===== src/rtl/sid_pkg.sv =====
package sid_pkg;
  localparam int unsigned OPC_W = 8;

  typedef enum logic [2:0] {
    CLS_NONE  = 3'd0,
    CLS_LOAD  = 3'd1,
    CLS_STORE = 3'd2,
    CLS_ALU   = 3'd3,
    CLS_NOT   = 3'd4,
    CLS_JUMP  = 3'd5,
    CLS_SYS   = 3'd6
  } cls_e;

  typedef enum logic [1:0] {
    OPK_NONE = 2'd0,
    OPK_REG  = 2'd1,
    OPK_MEM  = 2'd2,
    OPK_IMM  = 2'd3
  } opk_e;

  typedef struct packed {
    cls_e       cls;
    logic [2:0] func;
    logic [1:0] reg_idx;
    opk_e       kind;
    logic [1:0] opnd_reg;
    logic       ext;
    logic       illegal;
    logic       prefix;
  } dec_t;
endpackage


===== src/rtl/sid_operand.sv =====
module sid_operand
  import sid_pkg::*;
(
  input  logic [2:0] mmm_i,
  output opk_e       kind_o,
  output logic [1:0] opnd_reg_o,
  output logic       bad_o
);
  always_comb begin
    kind_o     = OPK_NONE;
    opnd_reg_o = 2'b00;
    bad_o      = 1'b0;
    if (!mmm_i[2]) begin
      kind_o     = OPK_REG;
      opnd_reg_o = mmm_i[1:0];
    end else if (mmm_i == 3'b110) begin
      kind_o = OPK_MEM;
    end else if (mmm_i == 3'b111) begin
      kind_o = OPK_IMM;
    end else begin
      bad_o = 1'b1;
    end
  end
endmodule


===== src/rtl/sid_group.sv =====
module sid_group
  import sid_pkg::*;
#(
  parameter int unsigned     N_SYS       = 5,
  parameter int unsigned     N_JMP       = 7,
  parameter logic [OPC_W-1:0] PREFIX_CODE = 8'hFF
) (
  input  logic [OPC_W-1:0] opcode_i,
  input  opk_e             kind_i,
  input  logic [1:0]       opnd_reg_i,
  input  logic             opnd_bad_i,
  output dec_t             dec_o
);
  localparam logic [2:0] SYS_LAST = 3'(N_SYS - 1);
  localparam logic [2:0] JMP_LAST = 3'(N_JMP - 1);

  logic [2:0] iii, mmm;
  logic [1:0] rr;
  logic       bad, mem_or_imm;
  dec_t       d;

  assign iii        = opcode_i[7:5];
  assign rr         = opcode_i[4:3];
  assign mmm        = opcode_i[2:0];
  assign mem_or_imm = (kind_i == OPK_MEM) || (kind_i == OPK_IMM);

  always_comb begin
    d   = '0;
    bad = 1'b0;
    case (iii)
      3'b000: begin
        case (rr)
          2'b00: begin
            d.cls  = CLS_SYS;
            d.func = mmm;
            bad    = (mmm > SYS_LAST);
          end
          2'b01: begin
            d.cls  = CLS_JUMP;
            d.func = mmm;
            d.ext  = 1'b1;
            bad    = (mmm > JMP_LAST);
          end
          2'b10: begin
            d.cls      = CLS_NOT;
            d.kind     = kind_i;
            d.opnd_reg = opnd_reg_i;
            d.ext      = (kind_i == OPK_MEM);
            bad        = opnd_bad_i || (kind_i == OPK_IMM);
          end
          default: bad = 1'b1;
        endcase
      end
      3'b110: begin
        d.cls      = CLS_LOAD;
        d.reg_idx  = rr;
        d.kind     = kind_i;
        d.opnd_reg = opnd_reg_i;
        d.ext      = mem_or_imm;
        bad        = opnd_bad_i;
      end
      3'b111: begin
        if (opcode_i == PREFIX_CODE) begin
          d.prefix = 1'b1;
        end else begin
          d.cls     = CLS_STORE;
          d.reg_idx = rr;
          d.kind    = OPK_MEM;
          d.ext     = 1'b1;
          bad       = (kind_i != OPK_MEM);
        end
      end
      default: begin
        d.cls      = CLS_ALU;
        d.func     = iii;
        d.reg_idx  = rr;
        d.kind     = kind_i;
        d.opnd_reg = opnd_reg_i;
        d.ext      = mem_or_imm;
        bad        = opnd_bad_i;
      end
    endcase
    // an illegal code carries no fields
    if (bad) begin
      d         = '0;
      d.illegal = 1'b1;
    end
  end

  assign dec_o = d;
endmodule


===== src/rtl/simple_isa_decoder.sv =====
module simple_isa_decoder
  import sid_pkg::*;
#(
  parameter int unsigned      N_SYS       = 5,
  parameter int unsigned      N_JMP       = 7,
  parameter logic [OPC_W-1:0] PREFIX_CODE = 8'hFF
) (
  input  logic             clk_i,
  input  logic             rst_ni,
  input  logic             op_valid_i,
  input  logic [OPC_W-1:0] opcode_i,
  output logic             dec_valid_o,
  output logic [2:0]       class_o,
  output logic [2:0]       func_o,
  output logic [1:0]       reg_o,
  output logic [1:0]       kind_o,
  output logic [1:0]       opnd_reg_o,
  output logic             ext_o,
  output logic             illegal_o,
  output logic             prefix_o
);
  opk_e       opk;
  logic [1:0] opnd_reg;
  logic       opnd_bad;
  dec_t       dec_d, dec_q;
  logic       vld_q;

  sid_operand i_operand (
    .mmm_i      (opcode_i[2:0]),
    .kind_o     (opk),
    .opnd_reg_o (opnd_reg),
    .bad_o      (opnd_bad)
  );

  sid_group #(
    .N_SYS       (N_SYS),
    .N_JMP       (N_JMP),
    .PREFIX_CODE (PREFIX_CODE)
  ) i_group (
    .opcode_i   (opcode_i),
    .kind_i     (opk),
    .opnd_reg_i (opnd_reg),
    .opnd_bad_i (opnd_bad),
    .dec_o      (dec_d)
  );

  always_ff @(posedge clk_i or negedge rst_ni) begin
    if (!rst_ni) begin
      vld_q <= 1'b0;
      dec_q <= '0;
    end else begin
      vld_q <= op_valid_i;
      dec_q <= op_valid_i ? dec_d : '0;
    end
  end

  assign dec_valid_o = vld_q;
  assign class_o     = dec_q.cls;
  assign func_o      = dec_q.func;
  assign reg_o       = dec_q.reg_idx;
  assign kind_o      = dec_q.kind;
  assign opnd_reg_o  = dec_q.opnd_reg;
  assign ext_o       = dec_q.ext;
  assign illegal_o   = dec_q.illegal;
  assign prefix_o    = dec_q.prefix;
endmodule


===== config.mk =====
export PLATFORM = sky130hd
export DESIGN_NAME = simple_isa_decoder
export DESIGN_NICKNAME = d
export VERILOG_FILES = /design/src/rtl/sid_pkg.sv /design/src/rtl/sid_operand.sv /design/src/rtl/sid_group.sv /design/src/rtl/simple_isa_decoder.sv
export SDC_FILE = /design/constraint.sdc
export NUM_CORES = 1
export LEC_CHECK = 0
export BUFFER_PORTS_ARGS = -buffer_cell sky130_fd_sc_hd__buf_2
export CORE_MARGIN = 2
export CORE_UTILIZATION = 30
export CTS_CLUSTER_DIAMETER = 50
export CTS_CLUSTER_SIZE = 40
export DETAILED_ROUTE_END_ITERATION = 16
export GPL_TIMING_DRIVEN = 0
export PLACE_DENSITY = 0.51
export SKIP_CTS_REPAIR_TIMING = 1
export SYNTH_ARGS = -nofsm -noshare
export SYNTH_HDL_FRONTEND = slang
export SYNTH_SLANG_ARGS = --single-unit

===== constraint.sdc =====
create_clock -name clk_i -period 0.8 [get_ports clk_i]
set_input_delay 0.16 -clock clk_i [delete_from_list [all_inputs] [get_ports clk_i]]
set_output_delay 0.16 -clock clk_i [all_outputs]
set_load 0.02 [all_outputs]

==> impl_summary.log, run 1 <==
[metrics] HPWL reported at the end of detailed placement: 1540 µm
[metrics] number of warnings issued by yosys: 0
[metrics] synth cell count leaders: dfrtp_1 (16), nor2_1 (8), nand2_1 (7)
[metrics] max-cap check violation count: 0
[metrics] Top-Level Pins: 27
[metrics] required time of the critical path: 0.97 ns
[metrics] antenna-violating nets left: 0
[metrics] global routing usage summed across all routing layers: 12.8%
[metrics] register bit total from synthesis: 16
[metrics] outcome: finished, violations left
[metrics] area of the mapped netlist: 955 µm²
[metrics] clock tree from TritonCTS: done
[metrics] net total in the final layout: 146
[metrics] post-synthesis mux area share: 1.57%
[metrics] post-layout minimum cycle time: 1.21 ns
[metrics] core outline area: 3030 µm²
[metrics] Layout Utilization: 48.4%
[metrics] startpoint class of the critical path: input port
[metrics] iteration-0 DRC count of the detailed router: 6
[metrics] sum of overflow across all layers after global routing: 0
[metrics] Leak: 0.649 nW
[metrics] Hold Vio Cnt, Final: 0
[metrics] Detailed Route WL: 2270 µm
[metrics] worst slew slack as a fraction of its limit: 75.0%
[metrics] worst min-delay path category: input port to flop
[metrics] maximum number of pins on one net before global-route repair: 17
[metrics] failing checks: negative setup slack
[metrics] global-route wire length before repair: 3450 µm
[metrics] termination of the worst setup path: illegal_o
[metrics] worst hold slack: 0.0585 ns
[metrics] Max Root-Sink Buffers: 2
[metrics] element type at the critical path end: flop
[metrics] Synth async-reset ratio: 100%
[metrics] number of nets in the synthesized netlist: 108
[metrics] xor and xnor fraction of the mapped netlist area: 0%
[metrics] iteration count of the initial detailed-routing pass: 4
[metrics] post-synthesis compound-gate area fraction: 16.4%
[metrics] Worst Setup SP: opcode_i[4]
[metrics] die boundary height: 60.4 µm
[metrics] Setup violations, final: 30
[metrics] final count of pins violating max slew: 0
[metrics] cell types occupying the most area after synthesis: dfrtp_1 (42%), ha_1 (6.6%), buf_6 (4.7%), nor2_1 (3.1%), nand2_1 (2.8%)
[metrics] post-detailed-route via-to-cell ratio: 4.88
[metrics] CTS H-Tree Depth: 1
[metrics] setup slack after layout: -0.413 ns
[metrics] maximum net fanout on the critical path: 4
[metrics] clock slew at the register clock pins of the worst setup and hold paths: 0.08 ns
[metrics] flip-flop cell with the highest count after synthesis: dfrtp_1
[metrics] total number of placement rows: 20
[metrics] clock net sink count: 16
[metrics] cell accounting for the most synthesized area: dfrtp_1
[metrics] initial core utilization: 31.5%
[metrics] unrepaired setup endpoints after global routing: yes
[metrics] path type of the worst setup path: input port to flop
[metrics] total inserted antenna cells: 0
[metrics] number of vias after detailed routing: 840
[metrics] gate count after technology mapping: 92
[metrics] dominant combinational cell family by area after synthesis: simple AND/OR/NAND/NOR gates
[metrics] vias in the first global route: 779
[metrics] final cycle utilization of the critical path: 152%
[metrics] layout overhead on the synthesized area: 53.5%
[metrics] cell chosen for the clock root: clkbuf_4
[metrics] top-count cell post-synth: dfrtp_1
[metrics] detail-routed net length per standard cell: 13.2 µm
[metrics] total die area: 3650 µm²
[metrics] IR Drop Worst-Case VDD: 0.379 mV
[metrics] layout cell share with drive strength beyond 1: 48.4%
[metrics] Post-route DRC: 0
[metrics] maximum frequency from static timing analysis: 825 MHz
[metrics] total power density per cell area: 1250 nW/µm²
[metrics] Horiz. Die Dim: 60.4 µm
[metrics] critical path data arrival time: 1.39 ns
[metrics] routability-driven placement congestion ratio: 0.754
[metrics] sequential cell area fraction in the yosys report: 41.9%
[metrics] EDFF count, synth: 0
[metrics] slew at the pin with the worst max-slew slack: 0.376 ns
[metrics] number of antenna violations at the first check in global routing: 0
[metrics] simple logic cell fraction of the synthesized area: 25.8%
[metrics] synth unique cells: 37
[metrics] fraction of post-synthesis cell area in the top cell type by area: 41.9%
[metrics] I/O Buffers: 24
[metrics] adder and majority cell fraction of the synthesized area: 6.55%
[metrics] number of buffers created by CTS: 3
[metrics] average cell area after synthesis: 10.4 µm²
-- worst max-delay path, stage by stage --
cell and delay, ns:
buf_12 0.09, inv_6 0.04, ha_4 0.16, mux2_4 0.27, o221ai_4 0.22, buf_4 0.17, a21oi_4 0.07, o21a_1 0.20
-- cell usage in the layout, fill, tap and decap left out, drive strengths merged, types with 2 or more instances in the layout --
master,n
and2,3
a21oi,7
ha,5
buf,37
dfrtp,16
nand2b,3
nor4b,2
nor2,8
o21ai,3
inv,5
nor3,4
nor4,3
nand2,7
clkbuf,3
nand3,3
-- cell families after synthesis --
| family | Yosys count |
|---|---|
| muxes | 1 |
| adders and majority gates | 5 |
| AOI/OAI and AO/OA | 20 |
| and+or+nand+nor | 39 |
| DFF | 16 |
| buffers and inverters | 11 |
-- through the flow --
stage / cells / setup slack, ns / cell area [µm²] / total power [mW] / TNS, ns
after global routing: 172 / -0.416 / 1470 / 1.94 / -7.89
after floorplan: 92 / -0.546 / 990 / 1.15 / -6.06
final: 172 / -0.413 / 1470 / 1.83 / -6.77
after detailed placement: 160 / -0.852 / 1160 / 1.29 / -9.88
after CTS: 163 / -0.554 / 1190 / 1.70 / -8.04
after global placement: 160 / -0.823 / 1160 / 1.29 / -9.79
-- per-layer routing --
| metal | global-route usage, % | share of wire [%] |
|---|---|---|
| met3 | 1.07 | 3.6 |
| met1 | 15.4 | 45 |
| met2 | 22.4 | 49 |
| met5 | 0 | 0 |
| met4 | 7.45 | 2.3 |
-- registers in the layout, indices dropped and copies added, names as in the netlist --
register / count
dec_valid_o: 1
prefix_o: 1
func_o: 3
kind_o: 2
ext_o: 1
illegal_o: 1
reg_o: 2
opnd_reg_o: 2
class_o: 3
-- worst min path at each step --
stage	startpoint	endpoint	slack, ns	cells after the start
2_1_floorplan	rst_ni	class_o[0]	-0.14	0
3_3_place_gp	rst_ni	opnd_reg_o[1]	0.08	1
3_5_place_dp	rst_ni	opnd_reg_o[0]	0.08	1
4_1_cts	rst_ni	opnd_reg_o[0]	-0.23	1
5_1_grt	opcode_i[6]	func_o[2]	0.05	2
6_report	opcode_i[6]	func_o[2]	0.06	2
-- where the power goes --
group	switching [mW]	total [mW]	internal, mW
Combinational	0.291	0.560	0.268
Sequential	0.0173	0.866	0.849
Clock	0.232	0.407	0.175
Total	0.541	1.83	1.29
-- cell type report --
type	instances	area, µm²
repair buffers	32	313
well taps	44	55.1
multi-input cells	66	584
clock buffers	3	22.5
inverters	5	28.8
fillers	272	1560
flip-flops and latches	16	400
plain buffers	6	61.3
Power figures use the tool's default switching activity.
==> run 2, diff against run 1 <==
SETUP_SLACK_MARGIN = 0.4   (was default)
==> run 2 against run 1 <==
  * The run ends with negative hold slack, negative setup slack left
  * Final area is 15% higher
  * Largest power group unchanged
  * Sequential power about the same
  * Worst hold slack lost 0.29 ns
  * Combinational power grew 21%
  * Final cell count up 6.4%
  * Count of clock-buffer cells in the layout up 1
  * Critical path depth stayed put
  * Clock power rose by 29%
  * Critical path type unchanged
  * Fmax is 0.69% higher
  * Via count is 9.5% higher
  * Die area unchanged
  * Highest routed layer unchanged
  * Sequential share of layout area shrank 3.5 points
==> impl_summary.log, run 2 (synthesis results as in run 1) <==
[metrics] max-cap check violation count: 0 (unchanged)
[metrics] Horiz. Die Dim: 60.4 µm (unchanged)
[metrics] top library cells by usage in the layout, fill and taps aside: buf_6 (24), dfrtp_1 (16), buf_4 (14)
[metrics] sum of overflow across all layers after global routing: 0 (unchanged)
[metrics] startpoint class of the critical path: input port
[metrics] Psw: 603 µW (+11%)
[metrics] sequential share of power: 41.8% (-5.5 points)
[metrics] instance area after placement: 1160 µm² (unchanged)
[metrics] outcome: finished, violations left
[metrics] required time of the critical path: 0.97 ns (about the same)
[metrics] worst min-delay path category: input port to asynchronous set/reset pin
[metrics] iteration count of the initial detailed-routing pass: 4 (unchanged)
[metrics] initial core utilization: 31.5% (unchanged)
[metrics] slew at the pin with the worst max-slew slack: 0.372 ns (-0.00400 ns)
[metrics] footprint of the multi-input gates: 642 µm² (+9.9%)
[metrics] layout cell share with drive strength beyond 1: 59.7% (+11 points)
[metrics] CTS H-Tree Depth: 1 (unchanged)
[metrics] routability-driven placement congestion ratio: 0.855 (+13%)
[metrics] failing checks: negative hold slack, negative setup slack
[metrics] element type at the critical path end: flop
[metrics] detail-routed net length per standard cell: 15.1 µm (+15%)
[metrics] total power density per cell area: 1230 nW/µm² (-1.6%)
[metrics] critical path data arrival time: 1.38 ns (about the same)
[metrics] maximum net fanout on the critical path: 6 (+2)
[metrics] final cycle utilization of the critical path: 151% (-1.0 points)
[metrics] HPWL reported at the end of detailed placement: 1610 µm (+4.5%)
[metrics] Post-route DRC: 0 (unchanged)
[metrics] clock slew at the register clock pins of the worst setup and hold paths: 0.09 ns (about the same)
[metrics] final count of pins violating max slew: 0 (unchanged)
[metrics] clock net sink count: 16 (unchanged)
[metrics] die boundary height: 60.4 µm (unchanged)
[metrics] setup slack after layout: -0.404 ns (+0.00831 ns)
[metrics] post-layout minimum cycle time: 1.20 ns (-0.00831 ns)
[metrics] iteration-0 DRC count of the detailed router: 41 (+35)
[metrics] max incr delay on CP: 0.28 ns (about the same)
[metrics] I/O Buffers: 24 (unchanged)
[metrics] number of vias after detailed routing: 920 (+9.5%)
[metrics] worst-path cell with the longest stage delay: mux2_4
[metrics] maximum number of pins on one net before global-route repair: 17 (unchanged)
[metrics] Setup violations, final: 30 (unchanged)
[metrics] number of antenna violations at the first check in global routing: 0 (unchanged)
[metrics] Hold Vio Cnt, Final: 16 (+16)
[metrics] worst hold slack: -0.235 ns (-0.294 ns)
[metrics] total area of sequential cells: 400 µm² (unchanged)
[metrics] total inserted antenna cells: 0 (unchanged)
[metrics] IR Drop Worst-Case VDD: 0.466 mV (+23%)
[metrics] total internal power: 1.47 mW (+14%)
[metrics] cell chosen for the clock root: clkbuf_4
[metrics] total number of placement rows: 20 (unchanged)
[metrics] post-detailed-route via-to-cell ratio: 5.03 (+2.9%)
[metrics] Pwr Total: 2.07 mW (+13%)
[metrics] total die area: 3650 µm² (unchanged)
[metrics] global routing usage summed across all routing layers: 12.4% (-0.37 points)
[metrics] antenna-violating nets left: 0 (unchanged)
[metrics] critical path, cell by cell: buf_12 -> inv_6 -> ha_4 -> mux2_4 -> o221ai_4 -> buf_6 -> a21oi_4 -> o21a_1
[metrics] path type of the worst setup path: input port to flop
[metrics] net total in the final layout: 156 (+6.8%)
[metrics] most common library cell in the layout ignoring fill and taps: buf_6
[metrics] Worst Setup Slack post-DPL: -0.835 ns (+0.0170 ns)
[metrics] Detailed Route WL: 2770 µm (+22%)
[metrics] Top-Level Pins: 27 (unchanged)
[metrics] Max Root-Sink Buffers: 2 (unchanged)
[metrics] net switching fraction of the power: 29.1% (-0.40 points)
[metrics] worst slew slack as a fraction of its limit: 75.0% (about the same)
[metrics] clock tree from TritonCTS: done
[metrics] core outline area: 3030 µm² (unchanged)
[metrics] unrepaired setup endpoints after global routing: yes
[metrics] post-route cell area: 1680 µm² (+15%)
[metrics] clock power share: 25.5% (+3.3 points)
[metrics] number of buffers created by CTS: 3 (unchanged)
[metrics] maximum frequency from static timing analysis: 830 MHz (+0.69%)
[metrics] Comb pwr share: 32.7% (+2.2 points)
[metrics] Leak: 0.742 nW (+14%)
[metrics] global-route wire length before repair: 3420 µm (-0.81%)
[metrics] layout filler cell count: 259 (-4.8%)
[metrics] layout overhead on the synthesized area: 76.3%
[metrics] vias in the first global route: 785 (+0.77%)
run 2: final cells by class:
| class | count | share of cell area (%) |
|---|---|---|
| Buffer | 6 | 4.61 |
| Sequential cell | 16 | 23.8 |
| Tap cell | 44 | 3.27 |
| Multi-Input combinational cell | 66 | 38.1 |
| Timing Repair Buffer | 42 | 26.3 |
| Inverter | 5 | 1.71 |
| Clock buffer | 4 | 2.16 |
run 2: worst paths after layout:
check                       startpoint         to  cells past startpoint
min in group clk_i         opcode_i[6]  func_o[2]                      2
max                        opcode_i[3]  illegal_o                      8
max in group asynchronous       rst_ni  illegal_o                      1
min                             rst_ni   reg_o[0]                      1
run 2: power by group through the flow:
stage          clock (mW)  combinational [mW]  sequential [mW]
2_1_floorplan           0               0.223            0.930
3_3_place_gp            0               0.421            0.871
3_5_place_dp            0               0.422            0.873
4_1_cts             0.534               0.423            0.857
5_1_grt             0.570               0.716            0.870
6_report            0.527               0.677            0.867
run 2: through the flow:
step	setup TNS [ns]	util, %	cells	hold WS, ns
after CTS	-8.26	39.7	164	-0.220
final	-6.51	55.6	183	-0.235
after detailed placement	-9.96	38.5	160	0.0916
after floorplan	-6.06	-	92	-0.136
after global placement	-9.82	38.5	160	0.0758
after global routing	-7.37	55.6	183	-0.214
run 2: metal layers:
layer | vias up | global-route usage, % | part of all wire (%) | wire, µm
li1 | 428 | - | - | -
met1 | 443 | 17.5 | 41 | 1120
met2 | 44 | 19.3 | 53 | 1470
met3 | 5 | 0.853 | 4.5 | 124
met4 | 0 | 6.52 | 1.8 | 49
met5 | - | 0 | 0 | 0
run 2: worst max-delay path: cells and delay by family:
| kind | cells | cell delay (ns) |
|---|---|---|
| AO/OA/AOI/OAI | 3 | 0.51 |
| adder cells (fa/ha/maj) | 1 | 0.15 |
| buffers and inverters | 3 | 0.29 |
| multiplexers | 1 | 0.28 |
==> run 3, diff against run 2 <==
PLACE_DENSITY = 0.49   (was 0.51)
clock period = 1.3 ns   (was 0.8 ns; I/O delays follow)
==> run 3 against run 2 <==
  * The run now ends clean
  * Total power decreased by 47%
  * Setup slack improved by 0.42 ns
  * Non-clock buffer count decreased by 12
  * Largest cell class unchanged
==> impl_summary.log, run 3 (synthesis results as in run 1) <==
[metrics] Hold Vio Cnt, Final: 0 (-16)
[metrics] total die area: 3650 µm² (unchanged)
[metrics] post-route cell area: 1450 µm² (-14%)
[metrics] cell chosen for the clock root: clkbuf_4
[metrics] element type at the critical path end: flop
[metrics] most common library cell in the layout ignoring fill and taps: buf_6
[metrics] clock tree from TritonCTS: done
[metrics] clock net sink count: 16 (unchanged)
[metrics] core outline area: 3030 µm² (unchanged)
[metrics] maximum number of pins on one net before global-route repair: 17 (unchanged)
[metrics] detail-routed net length per standard cell: 12.7 µm (-16%)
[metrics] worst min-delay path category: input port to flop
[metrics] worst-path cell with the longest stage delay: mux2_4
[metrics] routability-driven placement congestion ratio: 0.747 (-13%)
[metrics] instance area after placement: 1160 µm² (unchanged)
[metrics] max incr delay on CP: 0.28 ns (about the same)
[metrics] Horiz. Die Dim: 60.4 µm (unchanged)
[metrics] top library cells by usage in the layout, fill and taps aside: buf_6 (19), dfrtp_1 (16), nor2_1 (8)
[metrics] layout filler cell count: 284 (+9.7%)
[metrics] sum of overflow across all layers after global routing: 0 (unchanged)
[metrics] post-detailed-route via-to-cell ratio: 4.76 (-5.3%)
[metrics] Max Root-Sink Buffers: 2 (unchanged)
[metrics] post-layout minimum cycle time: 1.29 ns
[metrics] Layout Utilization: 47.9% (-7.6 points)
[metrics] Top-Level Pins: 27 (unchanged)
[metrics] layout cell share with drive strength beyond 1: 46.8% (-13 points)
[metrics] worst slew slack as a fraction of its limit: 77.7% (+2.8 points)
[metrics] outcome: finished, final reports clean
[metrics] required time of the critical path: 1.49 ns (+0.52 ns)
[metrics] number of buffers created by CTS: 3 (unchanged)
[metrics] CTS H-Tree Depth: 1 (unchanged)
[metrics] Post-route DRC: 0 (unchanged)
[metrics] total number of placement rows: 20 (unchanged)
[metrics] total inserted antenna cells: 0 (unchanged)
[metrics] number of antenna violations at the first check in global routing: 0 (unchanged)
[metrics] hold path startpoint: opcode_i[6]
[metrics] unrepaired setup endpoints after global routing: yes
[metrics] slew at the pin with the worst max-slew slack: 0.334 ns (-0.0376 ns)
[metrics] net total in the final layout: 144 (-7.7%)
[metrics] final cycle utilization of the critical path: 98.9%
[metrics] initial core utilization: 31.5% (unchanged)
[metrics] Leak: 0.645 nW (-13%)
[metrics] max-cap check violation count: 0 (unchanged)
[metrics] IR Drop Worst-Case VDD: 0.214 mV (-54%)
[metrics] final count of pins violating max slew: 0 (unchanged)
[metrics] worst hold path stage count: 2
[metrics] iteration count of the initial detailed-routing pass: 4 (unchanged)
[metrics] layout overhead on the synthesized area: 52.0%
[metrics] Detailed Route WL: 2170 µm (-22%)
[metrics] vias in the first global route: 762 (-2.9%)
[metrics] number of vias after detailed routing: 809 (-12%)
[metrics] total area of sequential cells: 400 µm² (unchanged)
[metrics] I/O Buffers: 24 (unchanged)
[metrics] maximum net fanout on the critical path: 5 (-1)
[metrics] antenna-violating nets left: 0 (unchanged)
[metrics] die boundary height: 60.4 µm (unchanged)
[metrics] path type of the worst setup path: input port to flop
[metrics] Setup violations, final: 0 (-100%)
[metrics] HPWL reported at the end of detailed placement: 1540 µm (-4.5%)
[metrics] global-route wire length before repair: 3460 µm (+1.2%)
[metrics] critical path, cell by cell: buf_12 -> inv_6 -> ha_4 -> mux2_4 -> o221ai_4 -> a21oi_4 -> nor4bb_4
[metrics] startpoint class of the critical path: input port
[metrics] global routing usage summed across all routing layers: 12.7% (+0.32 points)
[metrics] critical path data arrival time: 1.47 ns (+0.09 ns)
[metrics] endpoint with the worst hold slack: func_o[2]
[metrics] crit-path leading delay family: compound AO/OA/AOI/OAI gates
[metrics] iteration-0 DRC count of the detailed router: 13 (-68%)
[metrics] total power density per cell area: 762 nW/µm² (-38%)
[metrics] clock slew at the register clock pins of the worst setup and hold paths: 0.08 ns (about the same)
[metrics] maximum frequency from static timing analysis: 777 MHz
[metrics] footprint of the multi-input gates: 576 µm² (-10%)
[metrics] CP Buf/Inv Count: 2 (-1)
run 3: where the power goes:
part	switching, mW	internal (mW)	leakage [nW]
registers	0.0105	0.522	0.213
clock network	0.126	0.107	0.0138
logic	0.175	0.165	0.418
total	0.311	0.795	0.645
run 3: worst max path at each step:
stage / cells after the start / endpoint / from / slack (ns)
floorplan: 6 / class_o[0] / opcode_i[3] / -0.15
global placement: 7 / func_o[1] / opcode_i[3] / -0.43
detailed placement: 7 / class_o[0] / opcode_i[3] / -0.43
CTS: 7 / class_o[0] / opcode_i[3] / -0.14
global route: 7 / class_o[0] / opcode_i[3] / -0.03
finish: 7 / class_o[0] / opcode_i[3] / 0.01
run 3: area by class of cell:
cell class | count | area share [%]
Buffer | 6 | 4.22
Tap cell | 44 | 3.79
Clock buffer | 3 | 1.55
Inverter | 5 | 1.81
Timing Repair Buffer | 30 | 21.4
Sequential cell | 16 | 27.6
Multi-Input combinational cell | 66 | 39.7
run 3: routing by layer:
| layer | GRT usage (%) | vias to the layer above | wire length, µm |
|---|---|---|---|
| met5 | 0 | - | 0 |
| met1 | 17.0 | 380 | 1080 |
| met4 | 6.52 | 0 | 40 |
| li1 | - | 399 | - |
| met2 | 20.2 | 26 | 973 |
| met3 | 1.92 | 4 | 72 |
run 3: per-stage QoR:
step	hold WS (ns)	worst slack (ns)	instances	total power [mW]	TNS, ns
floorplan	-0.0356	-0.146	92	0.710	-0.842
global placement	0.177	-0.433	160	0.794	-4.15
detailed placement	0.182	-0.433	160	0.796	-4.24
global route	0.153	-0.0337	170	1.18	-0.0968
finish	0.165	0.0138	170	1.11	0
CTS	-0.123	-0.141	163	1.04	-0.932
